`config.mk`:
```
export PLATFORM = sky130hd
export DESIGN_NAME = disc_responder
export DESIGN_NICKNAME = d
export VERILOG_FILES = /design/src/rtl/disc_pkg.sv /design/src/rtl/disc_table.sv /design/src/rtl/disc_ctrl.sv /design/src/rtl/disc_datapath.sv /design/src/rtl/disc_responder.sv
export SDC_FILE = /design/constraint.sdc
export NUM_CORES = 1
export LEC_CHECK = 0
export BUFFER_PORTS_ARGS = -buffer_cell sky130_fd_sc_hd__buf_2
export CORE_ASPECT_RATIO = 1.5
export CORE_MARGIN = 2
export CORE_UTILIZATION = 38
export DETAILED_ROUTE_END_ITERATION = 7
export PLACE_DENSITY_LB_ADDON = 0.25
export RECOVER_POWER = 100
export SLEW_MARGIN = 20
export SYNTH_ARGS = -nofsm -noshare
export SYNTH_HDL_FRONTEND = slang
export SYNTH_SLANG_ARGS = --single-unit
```
`constraint.sdc`:
```
create_clock -name clk -period 2.3 [get_ports clk]
set_clock_uncertainty 0.05 [all_clocks]
set_input_delay 0.115 -clock clk [delete_from_list [all_inputs] [get_ports clk]]
set_output_delay 0.115 -clock clk [all_outputs]
set_load 0.05 [all_outputs]
```
`src/rtl/disc_pkg.sv`:
```
package disc_pkg;

  localparam int unsigned LEN_W = 18;
  localparam logic [15:0] STD_VENDOR  = 16'h0001;
  localparam logic [7:0]  TYPE_DISC   = 8'h00;
  localparam logic [7:0]  TYPE_SECOND = 8'h01;
  localparam logic [LEN_W-1:0] RSP_DWORDS = 18'd3;

  typedef enum logic [2:0] {
    ST_IDLE,
    ST_RDLEN,
    ST_RDIDX,
    ST_WR0,
    ST_WR1,
    ST_WR2,
    ST_FIN
  } discState_t;

  // Strobes from sequencer to datapath
  typedef struct packed {
    logic       rdLen;
    logic       capIdx;
    logic       wrEn;
    logic [1:0] wordSel;
  } dpStrobe_t;

endpackage

```
`src/rtl/disc_table.sv`:
```
module disc_table #(
  parameter int unsigned EXTRA_NUM = 2,
  parameter logic [((EXTRA_NUM > 0) ? EXTRA_NUM : 1)*24-1:0] EXTRA_ENTRIES =
    {24'h05_1ABC, 24'h02_1E98}
) (
  input  logic [7:0]  idx,
  output logic [23:0] entry,
  output logic [7:0]  nextIdx
);
  import disc_pkg::*;

  localparam int unsigned PROTO_COUNT = 2 + EXTRA_NUM;
  localparam logic [9:0]  COUNT10     = 10'(PROTO_COUNT);

  logic [23:0] tbl [PROTO_COUNT];

  for (genvar gi = 0; gi < PROTO_COUNT; gi++) begin : g_entry
    if (gi == 0) begin : g_disc
      assign tbl[gi] = {TYPE_DISC, STD_VENDOR};
    end else if (gi == 1) begin : g_second
      assign tbl[gi] = {TYPE_SECOND, STD_VENDOR};
    end else begin : g_extra
      assign tbl[gi] = EXTRA_ENTRIES[(gi-2)*24 +: 24];
    end
  end

  always_comb begin
    entry = 24'hFF_FFFF;
    for (int i = 0; i < PROTO_COUNT; i++) begin
      if (idx == 8'(i)) entry = tbl[i];
    end
  end

  logic [9:0] succ;
  assign succ    = {2'b00, idx} + 10'd1;
  assign nextIdx = (succ < COUNT10) ? succ[7:0] : 8'h00;

endmodule

```
`src/rtl/disc_ctrl.sv`:
```
module disc_ctrl
  import disc_pkg::*;
(
  input  logic             clk,
  input  logic             rstN,
  input  logic             start,
  input  logic [7:0]       reqType,
  input  logic             lenShort,
  output dpStrobe_t        strb,
  output logic             done,
  output logic             discard,
  output logic             error,
  output logic             clearBufs,
  output logic [LEN_W-1:0] rspLen
);

  discState_t state, stateN;
  logic discReg, discN, errReg, errN;

  always_ff @(posedge clk) begin
    if (!rstN) begin
      state   <= ST_IDLE;
      discReg <= 1'b0;
      errReg  <= 1'b0;
    end else begin
      state   <= stateN;
      discReg <= discN;
      errReg  <= errN;
    end
  end

  always_comb begin
    stateN = state;
    discN  = discReg;
    errN   = errReg;
    unique case (state)
      ST_IDLE: if (start) begin
        if (reqType == TYPE_DISC) begin
          stateN = ST_RDLEN;
        end else begin
          stateN = ST_FIN;
          discN  = 1'b1;
          errN   = (reqType == TYPE_SECOND);
        end
      end
      ST_RDLEN: begin
        stateN = lenShort ? ST_FIN : ST_RDIDX;
        discN  = lenShort;
        errN   = 1'b0;
      end
      ST_RDIDX: stateN = ST_WR0;
      ST_WR0:   stateN = ST_WR1;
      ST_WR1:   stateN = ST_WR2;
      ST_WR2:   stateN = ST_FIN;
      ST_FIN:   stateN = ST_IDLE;
      default:  stateN = ST_IDLE;
    endcase
  end

  always_comb begin
    strb.rdLen   = (state == ST_RDLEN);
    strb.capIdx  = (state == ST_RDIDX);
    strb.wrEn    = (state == ST_WR0) || (state == ST_WR1) || (state == ST_WR2);
    strb.wordSel = (state == ST_WR1) ? 2'd1 : ((state == ST_WR2) ? 2'd2 : 2'd0);
  end

  assign done      = (state == ST_FIN);
  assign discard   = done && discReg;
  assign error     = done && errReg;
  assign clearBufs = error;
  assign rspLen    = (done && !discReg) ? RSP_DWORDS : '0;


  done_pulse_chk: assert property (@(posedge clk) disable iff (!rstN)
    done |=> !done);


  done_after_write_chk: assert property (@(posedge clk) disable iff (!rstN)
    (done && !discard) |-> ($past(strb.wrEn) && $past(strb.wordSel) == 2'd2));


  err_discard_chk: assert property (@(posedge clk) disable iff (!rstN)
    error |-> (discard && clearBufs));


  len_ok_chk: assert property (@(posedge clk) disable iff (!rstN)
    (done && !discard) |-> (rspLen == RSP_DWORDS));

endmodule

```
`src/rtl/disc_datapath.sv`:
```
module disc_datapath
  import disc_pkg::*;
#(
  parameter int unsigned EXTRA_NUM = 2,
  parameter logic [((EXTRA_NUM > 0) ? EXTRA_NUM : 1)*24-1:0] EXTRA_ENTRIES =
    {24'h05_1ABC, 24'h02_1E98}
) (
  input  logic        clk,
  input  logic        rstN,
  input  dpStrobe_t   strb,
  input  logic [31:0] reqRdData,
  output logic [1:0]  reqRdAddr,
  output logic        lenShort,
  output logic        rspWrEn,
  output logic [1:0]  rspWrAddr,
  output logic [31:0] rspWrData
);

  localparam logic [8:0] COUNT9 = 9'(2 + EXTRA_NUM);

  logic [7:0]  idxReg;
  logic [23:0] entry;
  logic [7:0]  nextIdx;
  logic        unusedReqBits;

  // Reserved request bits are never used
  assign unusedReqBits = ^{reqRdData[31:18]};

  assign reqRdAddr = strb.capIdx ? 2'd2 : 2'd1;
  assign lenShort  = reqRdData[LEN_W-1:0] < RSP_DWORDS;

  always_ff @(posedge clk) begin
    if (!rstN) idxReg <= 8'h00;
    else if (strb.capIdx) idxReg <= reqRdData[7:0];
  end

  disc_table #(
    .EXTRA_NUM    (EXTRA_NUM),
    .EXTRA_ENTRIES(EXTRA_ENTRIES)
  ) u_table (
    .idx    (idxReg),
    .entry  (entry),
    .nextIdx(nextIdx)
  );

  assign rspWrEn   = strb.wrEn;
  assign rspWrAddr = strb.wordSel;

  always_comb begin
    unique case (strb.wordSel)
      2'd0:    rspWrData = {8'h00, TYPE_DISC, STD_VENDOR};
      2'd1:    rspWrData = {14'h0, RSP_DWORDS};
      default: rspWrData = {nextIdx, entry};
    endcase
  end


  oor_sentinel_chk: assert property (@(posedge clk) disable iff (!rstN)
    (strb.wrEn && strb.wordSel == 2'd2 && {1'b0, idxReg} >= COUNT9)
      |-> (rspWrData[23:0] == 24'hFF_FFFF));


  next_range_chk: assert property (@(posedge clk) disable iff (!rstN)
    (strb.wrEn && strb.wordSel == 2'd2) |-> ({1'b0, rspWrData[31:24]} < COUNT9));

endmodule

```
`src/rtl/disc_responder.sv`:
```
module disc_responder
  import disc_pkg::*;
#(
  parameter int unsigned EXTRA_NUM = 2,
  parameter logic [((EXTRA_NUM > 0) ? EXTRA_NUM : 1)*24-1:0] EXTRA_ENTRIES =
    {24'h05_1ABC, 24'h02_1E98}
) (
  input  logic        clk,
  input  logic        rstN,
  input  logic        start,
  input  logic [7:0]  reqType,
  output logic [1:0]  reqRdAddr,
  input  logic [31:0] reqRdData,
  output logic        rspWrEn,
  output logic [1:0]  rspWrAddr,
  output logic [31:0] rspWrData,
  output logic        done,
  output logic        discard,
  output logic        error,
  output logic        clearBufs,
  output logic [17:0] rspLen
);

  dpStrobe_t strb;
  logic      lenShort;

  disc_ctrl u_ctrl (
    .clk      (clk),
    .rstN     (rstN),
    .start    (start),
    .reqType  (reqType),
    .lenShort (lenShort),
    .strb     (strb),
    .done     (done),
    .discard  (discard),
    .error    (error),
    .clearBufs(clearBufs),
    .rspLen   (rspLen)
  );

  disc_datapath #(
    .EXTRA_NUM    (EXTRA_NUM),
    .EXTRA_ENTRIES(EXTRA_ENTRIES)
  ) u_dp (
    .clk      (clk),
    .rstN     (rstN),
    .strb     (strb),
    .reqRdData(reqRdData),
    .reqRdAddr(reqRdAddr),
    .lenShort (lenShort),
    .rspWrEn  (rspWrEn),
    .rspWrAddr(rspWrAddr),
    .rspWrData(rspWrData)
  );

endmodule

```
; Word-level counts from Yosys, hierarchy flattened
; Cells that the tools add are included.
[word_totals]
inputBits = 43
regBits = 13
out_inout_bits = 59
[op_classes]
n_eq_ne = 13
reduce_logical = 12
n_mux = 20
n_addsub = 1
order_cmp = 2
[op_table]
columns = op, count
row1 = 2-to-1 mux 24 bit, 4
row2 = one-hot mux 32 bit (2 select lines), 1
row3 = < comparator 18 x 2 -> 1 bit (second input constant), 1
row4 = one-hot mux 3 bit (6 select lines), 1
row5 = equality test 8 x 1 -> 1 bit (second input constant), 2
row6 = equality test 8 x 2 -> 1 bit (second input constant), 2
row7 = logical NOT 8 bit, 2
row8 = adder 8 x 1 -> 9 bit (second input constant), 1
row9 = equality test 3 bit (second input constant), 3
row10 = < comparator 9 x 3 -> 1 bit (second input constant), 1
row11 = 2-to-1 mux 3 bit, 3
row12 = 2-to-1 mux 2 bit, 4
row13 = 2-to-1 mux 8 bit, 1
row14 = equality test 3 x 2 -> 1 bit (second input constant), 2
row15 = 2-to-1 mux 1 bit, 4
row16 = inequality test 2 bit (second input constant), 2
row17 = one-hot mux 1 bit (2 select lines), 2
row18 = equality test 3 x 1 -> 1 bit (second input constant), 1
row19 = logical AND 1 bit, 3
row20 = logical NOT 3 bit, 1
row21 = AND reduction 3 bit, 1
row22 = equality test 2 x 1 -> 1 bit (second input constant), 1
row23 = logical NOT 2 bit, 1
row24 = logical OR 1 bit, 2
row25 = other kinds (2), 2

; Depth between registers and ports, before layout
; Gate-level depths: netlist of run 1.
[logic_depth]
ltp_word = 6
ltp_mapped = 6
depth_no_buf = 6

; Cells and area by module
; From an unflattened synthesis of run 1, not the netlist that was laid out.
[unflattened]
hier_cells = 189
area_unflattened_um2 = 1530.2
[modules_own_cells]
columns = module, cells_per_inst, n_inst, seq_area_each_um2, area_each_um2
row1 = disc_datapath, 71, 1, 160.2, 593.1
row2 = disc_ctrl, 67, 1, 100.1, 560.5
row3 = disc_table, 51, 1, 0.0, 376.6

; Worst setup path after synthesis of run 1
; Ideal clock, no wire load.
[synth_timing]
kind = flip-flop to output port
start = register u_dp.idxReg[0]
end = output rspWrData[25]
arrival_ns = 2.509
stages_incl_launch_ff = 5
path_buffers = 0
path_slack_ns = -0.374
cell_sequence = dfxtp_1 -> ha_1 -> o211ai_1 -> o21a_1 -> nor4b_1
[synth_between]
elab_chain_len = 4
[synth_rtl]
columns = element, line
row1 = from (decl), disc_datapath.sv:21  ; logic [7:0] idxReg;
row2 = from (signal assigned), disc_datapath.sv:34  ; else if (strb.capIdx) idxReg <= reqRdData[7:0];
row3 = adder 8 x 1 -> 9 bit *, disc_table.sv:35  ; assign succ = {2'b00, idx} + 10'd1;
row4 = < comparator 9 x 3 -> 1 bit, disc_table.sv:36  ; assign nextIdx = (succ < COUNT10) ? succ[7:0] : 8'h00;
row5 = 2-to-1 mux 8 bit *, disc_table.sv:36
row6 = one-hot mux 32 bit (2 select lines) *, disc_datapath.sv:50  ; unique case (strb.wordSel)
row7 = to (decl), disc_responder.sv:16  ; output logic [31:0] rspWrData,
; Every way passes the cells marked *; elsewhere a longest branch is shown, timed or not.

; Worst setup path after layout of run 1
[layout_timing]
start = register u_dp.idxReg[0]
end = output rspWrData[21]
[layout_between]
elab_chain_len = 6
word_cells_on_any_way = 9
cone_classes = eq/ne: 3 / mux: 5 / reduce/logical: 1
[layout_rtl]
columns = element, line
row1 = logical NOT 8 bit, disc_table.sv:30  ; if (idx == 8'(i)) entry = tbl[i];
row2 = 2-to-1 mux 24 bit (3 in series), disc_table.sv:30
row3 = 2-to-1 mux 24 bit *, disc_table.sv:30
row4 = one-hot mux 32 bit (2 select lines) *, disc_datapath.sv:50
; Marks and branches as above.

==> results.sh, run 1 <==
export IMPL_status="finished clean"
export IMPL_ys_top_cells_by_count="41 x buf_4, 22 x nand2_1, 13 x dfxtp_1, 9 x nor2_1, 8 x a21boi_0"
export IMPL_dp_cells=237
export IMPL_start_util=0.401
export IMPL_multiInputGateArea_sq_um=657
export IMPL_dpl_hpwl_um=1850
export IMPL_period_share=0.903
export IMPL_path_buf_inv=2
export IMPL_route_met3_wl_um=197
export IMPL_vias=1080
export IMPL_ys_flop_type="dfxtp_1"
export IMPL_seq_power_share=0.262
export IMPL_fill_cells=321
export IMPL_hold_class="primary input to register"
export IMPL_ys_seq_area_frac=0.223
export IMPL_synth_xor_area_frac=0
export IMPL_yosys_area_share_simple=0.271
export IMPL_r2r_start="u_ctrl.state[1]$_SDFFE_PN0P_"
export IMPL_cp_start_kind="register"
export IMPL_overflow=0
export IMPL_p_per_area_nw_per_um2=1030
export IMPL_first_global_vias=900
export IMPL_ys_types=35
export IMPL_cts_resized=0
export IMPL_cts_tree="built"
export IMPL_finalHoldViolCount=0
export IMPL_fin_crit_ns=2.08
export IMPL_io_buffer_count=65
export IMPL_p_leak_uw=0.000650
export IMPL_cp_max_fo=10
export IMPL_die_y_um=71.9
export IMPL_tns_ns=0
export IMPL_crit_type="register to primary output"
export IMPL_critical_path_cell_chain="inv_1 -> ha_1 -> nor2_1 -> nand2_1 -> a21oi_2 -> clkbuf_2"
export IMPL_drt_iter0_drc=11
export IMPL_clockRootBuffer="clkbuf_8"
export IMPL_grt_use_total=0.127
export IMPL_async_flop_share=0
export IMPL_synth_top_area_frac=0.264
export IMPL_fmax_ghz=0.481
export IMPL_die_area_sq_um=3540
export IMPL_p_clk_frac=0.144
export IMPL_numCtsBuffers=3
export IMPL_ant_nets=0
export IMPL_max_stage_delay_ns=0.41
export IMPL_combinationalPowerShare=0.594
export IMPL_setup_viol=0
export IMPL_wl_um=2200
export IMPL_crit_arrival_ns=1.91
export IMPL_htree_num_levels=1
export IMPL_top_layer="met3"
export IMPL_core_area_sq_um=2910
export IMPL_yosys_warnings=0
export IMPL_end_kind="primary output"
export IMPL_timing_max_cap_violations=0
export IMPL_clock_path_buffers=2
export IMPL_cts_sinks=13
export IMPL_place_congestion=0.783
export IMPL_final_core_util=0.463
export IMPL_drv_slew=0
export IMPL_wl_per_cell_um=9.15
export IMPL_final_cells=241
export IMPL_p_switching_uw=768
export IMPL_synthTopCellsByArea="buf_4 26%, dfxtp_1 22%, nand2_1 7.1%"
export IMPL_crit_slowest_cell="dfxtp_1"
export IMPL_rsz0062_at_grt="false"
export IMPL_holdBufCountCts=0
export IMPL_slew_limit_headroom=0.576
export IMPL_synth_compound_area_share=0.159
export IMPL_synth_area_sq_um=1170
export IMPL_worst_pin_slew_ns=0.631
export IMPL_p_int_uw=618
export IMPL_worstSetupStartpoint="u_dp.idxReg[0]$_SDFFE_PN0P_"
export IMPL_diodes=0
export IMPL_die_w_um=49.3
export IMPL_ys_ff_latch=13
export IMPL_synth_cells=157
export IMPL_io_pins=102
export IMPL_synth_top_cell_by_area="buf_4"
export IMPL_synth_area_per_cell_sq_um=7.44
export IMPL_rows=24
export IMPL_grt_max_degree=13
export IMPL_synth_edf_count=0
export IMPL_ir_worst_vdd_mv=0.409
export IMPL_seq_area_sq_um=260
export IMPL_muxShareOfSynthArea=0
export IMPL_crit_family="buffers and inverters"
export IMPL_clk_latency_ns=0.24
export IMPL_path_clk_slew_ns=0.05
export IMPL_viasPerCell=4.48
export IMPL_synth_most_common_cell="buf_4"
export IMPL_wl_met2_um=1110
export IMPL_dr_pass1_iters=4
export IMPL_worstPathRequired_ns=2.13
export IMPL_syn2layout_area_growth_pct=15.4
export IMPL_hold_start="reqRdData[2]"
export IMPL_finalNetCount=250
export IMPL_synthAdderAreaFrac=0.0429
export IMPL_sw_frac_of_total=0.554
export IMPL_met1_length_um=896
export IMPL_r2r_cells=4
export IMPL_hold_depth=3
export IMPL_post_cts_buffers=0
export IMPL_grt_pass1_wl_um=3660
export IMPL_path_depth=6
export IMPL_drive_gt1_frac=0.317
export IMPL_drc_errors=0
export IMPL_synth_top_family_by_area="buffers and inverters"
export IMPL_antenna_found_initial=0
## worst reg2reg max path, cell delays in order (launching register included)
cell	delay, ns
dfxtp_1	0.49
or3b_2	0.61
clkinv_1	0.21
nand2_1	0.07
a21boi_0	0.16
## logic make-up after synthesis
| family | after synthesis |
|---|---|
| adders and majority gates | 4 |
| AOI/OAI and AO/OA | 26 |
| buffers and inverters | 52 |
| DFF | 13 |
| other | 1 |
| and+or+nand+nor | 61 |
## flip-flops by register name (all words and copies together) (netlist names)
register / count
u_ctrl.state: 3
u_ctrl.discReg: 1
u_ctrl.errReg: 1
u_dp.idxReg: 8
## per-layer routing
layer | global-route usage | vias to the layer above
met3 | 0.0167 | 0
met4 | 0.0571 | 0
li1 | - | 565
met2 | 0.224 | 54
met1 | 0.151 | 461
met5 | 0 | -
## stage by stage
stage	hold slack [ns]	cell area, sq um	setup slack, ns	power, uW
finish	0.0833	1350	0.223	1390
detailed placement	0.335	1320	0.471	1200
global route	0.0887	1350	0.0181	1500
floorplan	0.210	1270	0.0479	1110
CTS	0.0792	1360	0.208	1410
global placement	0.332	1320	0.500	1200
## cells in the final DEF (no fill, tap or decap), types with 2 or more instances in the layout
cell type / n
nand3_1: 3
a31oi_1: 3
clkbuf_1: 13
nor3_1: 4
dfxtp_1: 13
nor2b_1: 2
clkbuf_2: 17
nand2b_1: 3
conb_1: 22
and2_1: 2
a21oi_1: 4
buf_2: 36
a21oi_2: 2
inv_1: 6
a21boi_0: 8
nand2_1: 22
nor4_1: 6
clkbuf_8: 3
ha_1: 4
nor2_1: 9
## power by group through the flow
stage	Sequential, uW	Clock, uW	Combinational [uW]
after floorplan	325	0	780
after global placement	366	0	835
after detailed placement	367	0	838
after CTS	362	207	840
after global routing	376	220	900
final	363	200	823
## final timing paths
check	endpoint	slack [ns]
worst max-delay path	rspWrData[21]	0.22
worst min-delay path	u_dp.idxReg[2]$_SDFFE_PN0P_	0.08
worst max register to register	u_dp.idxReg[3]$_SDFFE_PN0P_	0.64
worst min register to register	u_dp.idxReg[7]$_SDFFE_PN0P_	0.41
## layout make-up
type / instances / area share
Tap cell: 39 / 0.0362
Multi-Input combinational cell: 113 / 0.487
Clock buffer: 4 / 0.0334
Inverter: 7 / 0.0195
Sequential cell: 13 / 0.193
Timing Repair Buffer: 65 / 0.230
Power figures use the tool's default switching activity.
==> run 2, diff against run 1 <==
Settings changed: RECOVER_POWER 100 to default.
==> run 2 against run 1 <==
Net effect: worst setup slack improved by 0.017 ns; design area rose by 1.1%; routed wire length fell by 0.32%; sequential power is essentially flat; critical path type unchanged; largest cell class unchanged; highest routed layer unchanged.
==> results.sh, run 2 (synthesis gave the netlist of run 1 again) <==
export IMPL_status="finished clean"
export IMPL_path_clk_slew_ns=0.05
export IMPL_dpl_instance_area_sq_um=1320
export IMPL_numCtsBuffers=3
export IMPL_finalPower_uw=1390
export IMPL_worst_pin_slew_ns=0.631
export IMPL_place_congestion=0.783
export IMPL_rows=24
export IMPL_p_clk_frac=0.143
export IMPL_drv_slew=0
export IMPL_grt_use_total=0.127
export IMPL_largestRegisters="u_dp.idxReg x8, u_ctrl.state x3"
export IMPL_drc_errors=0
export IMPL_cp_start_kind="register"
export IMPL_period_share=0.896
export IMPL_hold_class="primary input to register"
export IMPL_p_leak_uw=0.000711
export IMPL_clockRootBuffer="clkbuf_8"
export IMPL_p_per_area_nw_per_um2=1020
export IMPL_clock_path_buffers=2
export IMPL_largest_reg_flops=8
export IMPL_htree_num_levels=1
export IMPL_cts_resized=0
export IMPL_dp_cells=237
export IMPL_slew_limit_headroom=0.576
export IMPL_p_int_uw=629
export IMPL_fmax_ghz=0.485
export IMPL_syn2layout_area_growth_pct=16.7
export IMPL_end_kind="primary output"
export IMPL_setup_viol=0
export IMPL_vias=1080
export IMPL_cts_tree="built"
export IMPL_tns_ns=0
export IMPL_wl_um=2200
export IMPL_post_cts_buffers=0
export IMPL_rsz0062_at_grt="false"
export IMPL_finalNetCount=250
export IMPL_final_common_cell="buf_2"
export IMPL_drt_iter0_drc=7
export IMPL_core_area_sq_um=2910
export IMPL_sw_frac_of_total=0.549
export IMPL_fin_area_sq_um=1360
export IMPL_seq_power_share=0.260
export IMPL_antenna_found_initial=0
export IMPL_grt_pass1_wl_um=3660
export IMPL_diodes=0
export IMPL_dpl_hpwl_um=1850
export IMPL_largest_register="u_dp.idxReg"
export IMPL_io_buffer_count=65
export IMPL_wl_per_cell_um=9.12
export IMPL_clk_latency_ns=0.24
export IMPL_drive_gt1_frac=0.376
export IMPL_p_switching_uw=765
export IMPL_timing_max_cap_violations=0
export IMPL_start_util=0.401
export IMPL_grt_max_degree=13
export IMPL_crit_arrival_ns=1.89
export IMPL_crit_type="register to primary output"
export IMPL_die_y_um=71.9
export IMPL_dr_pass1_iters=4
export IMPL_ir_worst_vdd_mv=0.410
export IMPL_cts_sinks=13
export IMPL_die_area_sq_um=3540
export IMPL_die_w_um=49.3
export IMPL_layout_common_cells="65 x buf_2, 22 x nand2_1, 22 x conb_1"
export IMPL_final_cells=241
export IMPL_worstPathRequired_ns=2.13
export IMPL_fill_cells=322
export IMPL_finalHoldViolCount=0
export IMPL_io_pins=102
export IMPL_hold_ws_ns=0.0830
export IMPL_viasPerCell=4.48
export IMPL_cp_max_fo=10
export IMPL_combinationalPowerShare=0.596
export IMPL_holdBufCountCts=0
export IMPL_ant_nets=0
export IMPL_fin_crit_ns=2.06
export IMPL_first_global_vias=900
export IMPL_overflow=0
run 2: path summary, 6_finish.rpt:
kind / depth (start not counted) / to / start / slack [ns]
setup / recovery: 6 / rspWrData[14] / u_dp.idxReg[0]$_SDFFE_PN0P_ / 0.24
hold / removal: 3 / u_dp.idxReg[2]$_SDFFE_PN0P_ / reqRdData[2] / 0.08
setup reg to reg: 4 / u_dp.idxReg[3]$_SDFFE_PN0P_ / u_ctrl.state[1]$_SDFFE_PN0P_ / 0.64
hold reg to reg: 2 / u_dp.idxReg[7]$_SDFFE_PN0P_ / u_dp.idxReg[7]$_SDFFE_PN0P_ / 0.41
run 2: metrics by stage:
stage | worst slack (ns) | utilization
after floorplan | 0.0479 | -
after global placement | 0.500 | 0.452
after detailed placement | 0.471 | 0.452
after CTS | 0.208 | 0.468
after global routing | 0.0314 | 0.468
final | 0.240 | 0.468
run 2: worst max-delay path, stage by stage (launching register included):
cell	delay [ns]
dfxtp_1	0.41
inv_1	0.10
ha_1	0.23
nor2_1	0.18
nand2_1	0.11
a21oi_2	0.28
buf_2	0.32
run 2: layout make-up:
| class | instances | area [sq um] | share of cell area |
|---|---|---|---|
| inverters | 7 | 26.3 | 0.0193 |
| flip-flops and latches | 13 | 260 | 0.191 |
| repair buffers | 65 | 325 | 0.239 |
| multi-input cells | 113 | 657 | 0.482 |
| clock buffers | 4 | 45.0 | 0.0331 |
| well taps | 39 | 48.8 | 0.0358 |
run 2: layer usage:
layer | vias to the layer above | wire (um) | global-route usage
met1 | 459 | 882 | 0.151
met3 | 0 | 206 | 0.0167
met4 | 0 | 0 | 0.0571
li1 | 565 | - | -
met2 | 56 | 1110 | 0.224
met5 | - | 0 | 0
run 2: power by group through the flow:
stage	combinational [uW]	sequential [uW]	clock, uW
2_1_floorplan	780	325	0
4_1_cts	840	362	207
6_report	831	363	200
5_1_grt	909	376	220
3_3_place_gp	835	366	0
3_5_place_dp	838	367	0
==> run 3, diff against run 2 <==
Settings changed: ABC_AREA from default to 1, CORE_ASPECT_RATIO 1.5 to default, CORE_UTILIZATION 38 to 39.
==> run 3 against run 2 <==
Net effect: clock power shrank 27%; sequential share of layout area shrank 0.92 points; flip-flop and latch count is the same; first-iteration DRC count grew 100%; design area grew 5.1%; highest routed layer is now met4; critical path depth grew 2; hold slack lost 0.063 ns; routed wire length grew 7.6%; via count grew 7.7%.
==> results.sh, run 3 <==
export IMPL_status="finished clean"
export IMPL_wl_um=2360
export IMPL_antenna_found_initial=0
export IMPL_htree_num_levels=1
export IMPL_hold_class="primary input to register"
export IMPL_ys_types=25
export IMPL_ant_nets=0
export IMPL_drc_errors=0
export IMPL_crit_type="register to primary output"
export IMPL_worstPathRequired_ns=2.13
export IMPL_path_clk_slew_ns=0.09
export IMPL_die_area_sq_um=3670
export IMPL_synth_top_cell_by_area="buf_4"
export IMPL_rsz0062_at_grt="false"
export IMPL_grt_max_degree=17
export IMPL_diodes=0
export IMPL_ys_top_cells_by_count="41 x buf_4, 40 x nor2_1, 22 x nand2_1, 18 x inv_1, 13 x dfxtp_1"
export IMPL_grt_use_total=0.141
export IMPL_syn2layout_area_growth_pct=14.7
export IMPL_vias=1163
export IMPL_dpl_hpwl_um=2000
export IMPL_critical_path_cell_chain="inv_1 -> ha_1 -> o21ai_0 -> nor2_1 -> inv_1 -> nand2_1 -> nor2_4 -> buf_2"
export IMPL_die_w_um=60.6
export IMPL_holdBufCountCts=0
export IMPL_grt_pass1_wl_um=3930
export IMPL_ir_worst_vdd_mv=0.421
export IMPL_ys_flop_type="dfxtp_1"
export IMPL_post_cts_buffers=0
export IMPL_crit_family="buffers and inverters"
export IMPL_clk_latency_ns=0.28
export IMPL_finalHoldViolCount=0
export IMPL_synth_top_area_frac=0.247
export IMPL_viasPerCell=4.12
export IMPL_numCtsBuffers=3
export IMPL_p_leak_uw=0.000824
export IMPL_first_global_vias=1007
export IMPL_io_pins=102
export IMPL_ys_ff_latch=13
export IMPL_finalPower_uw=1650
export IMPL_drt_iter0_drc=14
export IMPL_max_stage_delay_ns=0.38
export IMPL_largest_reg_flops=8
export IMPL_tns_ns=0
export IMPL_final_common_cell="buf_2"
export IMPL_die_y_um=60.6
export IMPL_layout_common_cells="64 x buf_2, 36 x nor2_1, 22 x nand2_1, 22 x conb_1, 18 x inv_1"
export IMPL_largest_register="u_dp.idxReg"
export IMPL_io_buffer_count=65
export IMPL_start_util=0.409
export IMPL_synth_area_per_cell_sq_um=6.53
export IMPL_dr_pass1_iters=2
export IMPL_end_kind="primary output"
export IMPL_synth_edf_count=0
export IMPL_ys_seq_area_frac=0.209
export IMPL_overflow=0
export IMPL_clockRootBuffer="clkbuf_4"
export IMPL_crit_top_cell="inv_1"
export IMPL_crit_arrival_ns=1.88
export IMPL_p_per_area_nw_per_um2=1150
export IMPL_period_share=0.891
export IMPL_hold_ws_ns=0.0203
export IMPL_synth_cells=191
export IMPL_place_congestion=0.716
export IMPL_path_buf_inv=3
export IMPL_core_area_sq_um=3050
export IMPL_fmax_ghz=0.488
export IMPL_finalNetCount=286
export IMPL_wl_per_cell_um=8.38
export IMPL_synth_area_sq_um=1250
export IMPL_timing_max_cap_violations=0
export IMPL_largestRegisters="u_dp.idxReg x8, u_ctrl.state x3"
export IMPL_synth_most_common_cell="buf_4"
export IMPL_setup_viol=0
export IMPL_yosys_warnings=0
export IMPL_cp_start_kind="register"
export IMPL_clock_path_buffers=2
export IMPL_drive_gt1_frac=0.374
export IMPL_async_flop_share=0
export IMPL_rows=20
export IMPL_synthTopCellsByArea="buf_4 25%, dfxtp_1 21%, nor2_1 12%"
export IMPL_cts_tree="built"
export IMPL_cts_sinks=13
export IMPL_drv_slew=0
export IMPL_cp_max_fo=10
export IMPL_cts_resized=0
export IMPL_fin_crit_ns=2.05
export IMPL_crit_slowest_cell="dfxtp_1"
run 3: changes by cell type after synthesis, sizes merged, moves of 4 or more:
| cell | previous run | this run |
|---|---|---|
| nand3b | 0 | 4 |
| nand2b | 4 | 0 |
| nor2 | 9 | 44 |
| a21boi | 8 | 0 |
| nor3 | 4 | 0 |
| nor4 | 7 | 0 |
| a21oi | 6 | 10 |
| nand3 | 3 | 8 |
| o21ai | 0 | 14 |
| inv | 6 | 23 |
run 3: cell families (layout without fill, tap and decap cells):
| logic type | count (synthesis) | count (layout) | share of synthesized area |
|---|---|---|---|
| AOI/OAI and AO/OA | 25 | 25 | 0.121 |
| adders and majority gates | 4 | 4 | 0.0401 |
| buffers and inverters | 67 | 93 | 0.333 |
| DFF | 13 | 13 | 0.209 |
| other | 1 | 22 | 0.00301 |
| and+or+nand+nor | 81 | 81 | 0.294 |
run 3: tightest hold or removal path: stages:
cell and delay (ns):
buf_2 0.09, nor2_1 0.04, nor2_1 0.08
run 3: metal layers:
layer | vias to the layer above | wire length, um | global-route usage
met4 | 0 | 9 | 0.0280
met2 | 38 | 1190 | 0.255
li1 | 627 | - | -
met5 | - | 0 | 0
met3 | 2 | 137 | 0.0448
met1 | 496 | 1020 | 0.163
run 3: through the flow:
step	worst slack, ns	util	std cells	area [sq um]
floorplan	0.0332	-	212	1340
global placement	0.460	0.458	278	1400
detailed placement	0.447	0.458	278	1400
CTS	0.133	0.466	282	1420
global route	0.0569	0.469	282	1430
finish	0.251	0.469	282	1430
run 3: final timing paths:
| check | slack [ns] | cells past startpoint | startpoint | to |
|---|---|---|---|---|
| worst max register to register | 1.02 | 7 | u_ctrl.state[2]$_SDFFE_PN0P_ | u_ctrl.state[1]$_SDFFE_PN0P_ |
| worst min-delay path | 0.02 | 3 | reqRdData[5] | u_dp.idxReg[5]$_SDFFE_PN0P_ |
| worst max-delay path | 0.25 | 8 | u_dp.idxReg[0]$_SDFFE_PN0P_ | rspWrData[15] |
| worst min register to register | 0.41 | 2 | u_dp.idxReg[4]$_SDFFE_PN0P_ | u_dp.idxReg[4]$_SDFFE_PN0P_ |
run 3: layout make-up:
type / instances / area (sq um)
clock buffer: 4 / 26.3
fill: 369 / 1620
inverter: 24 / 92.6
multi-input combinational: 132 / 669
sequential: 13 / 260
tap: 44 / 55.1
timing repair buffer: 65 / 328
run 3: where the power goes:
| part | internal, uW | total [uW] | switching, uW |
|---|---|---|---|
| combinational | 290 | 1120 | 828 |
| clock | 67.3 | 146 | 78.9 |
| sequential | 314 | 387 | 73.2 |
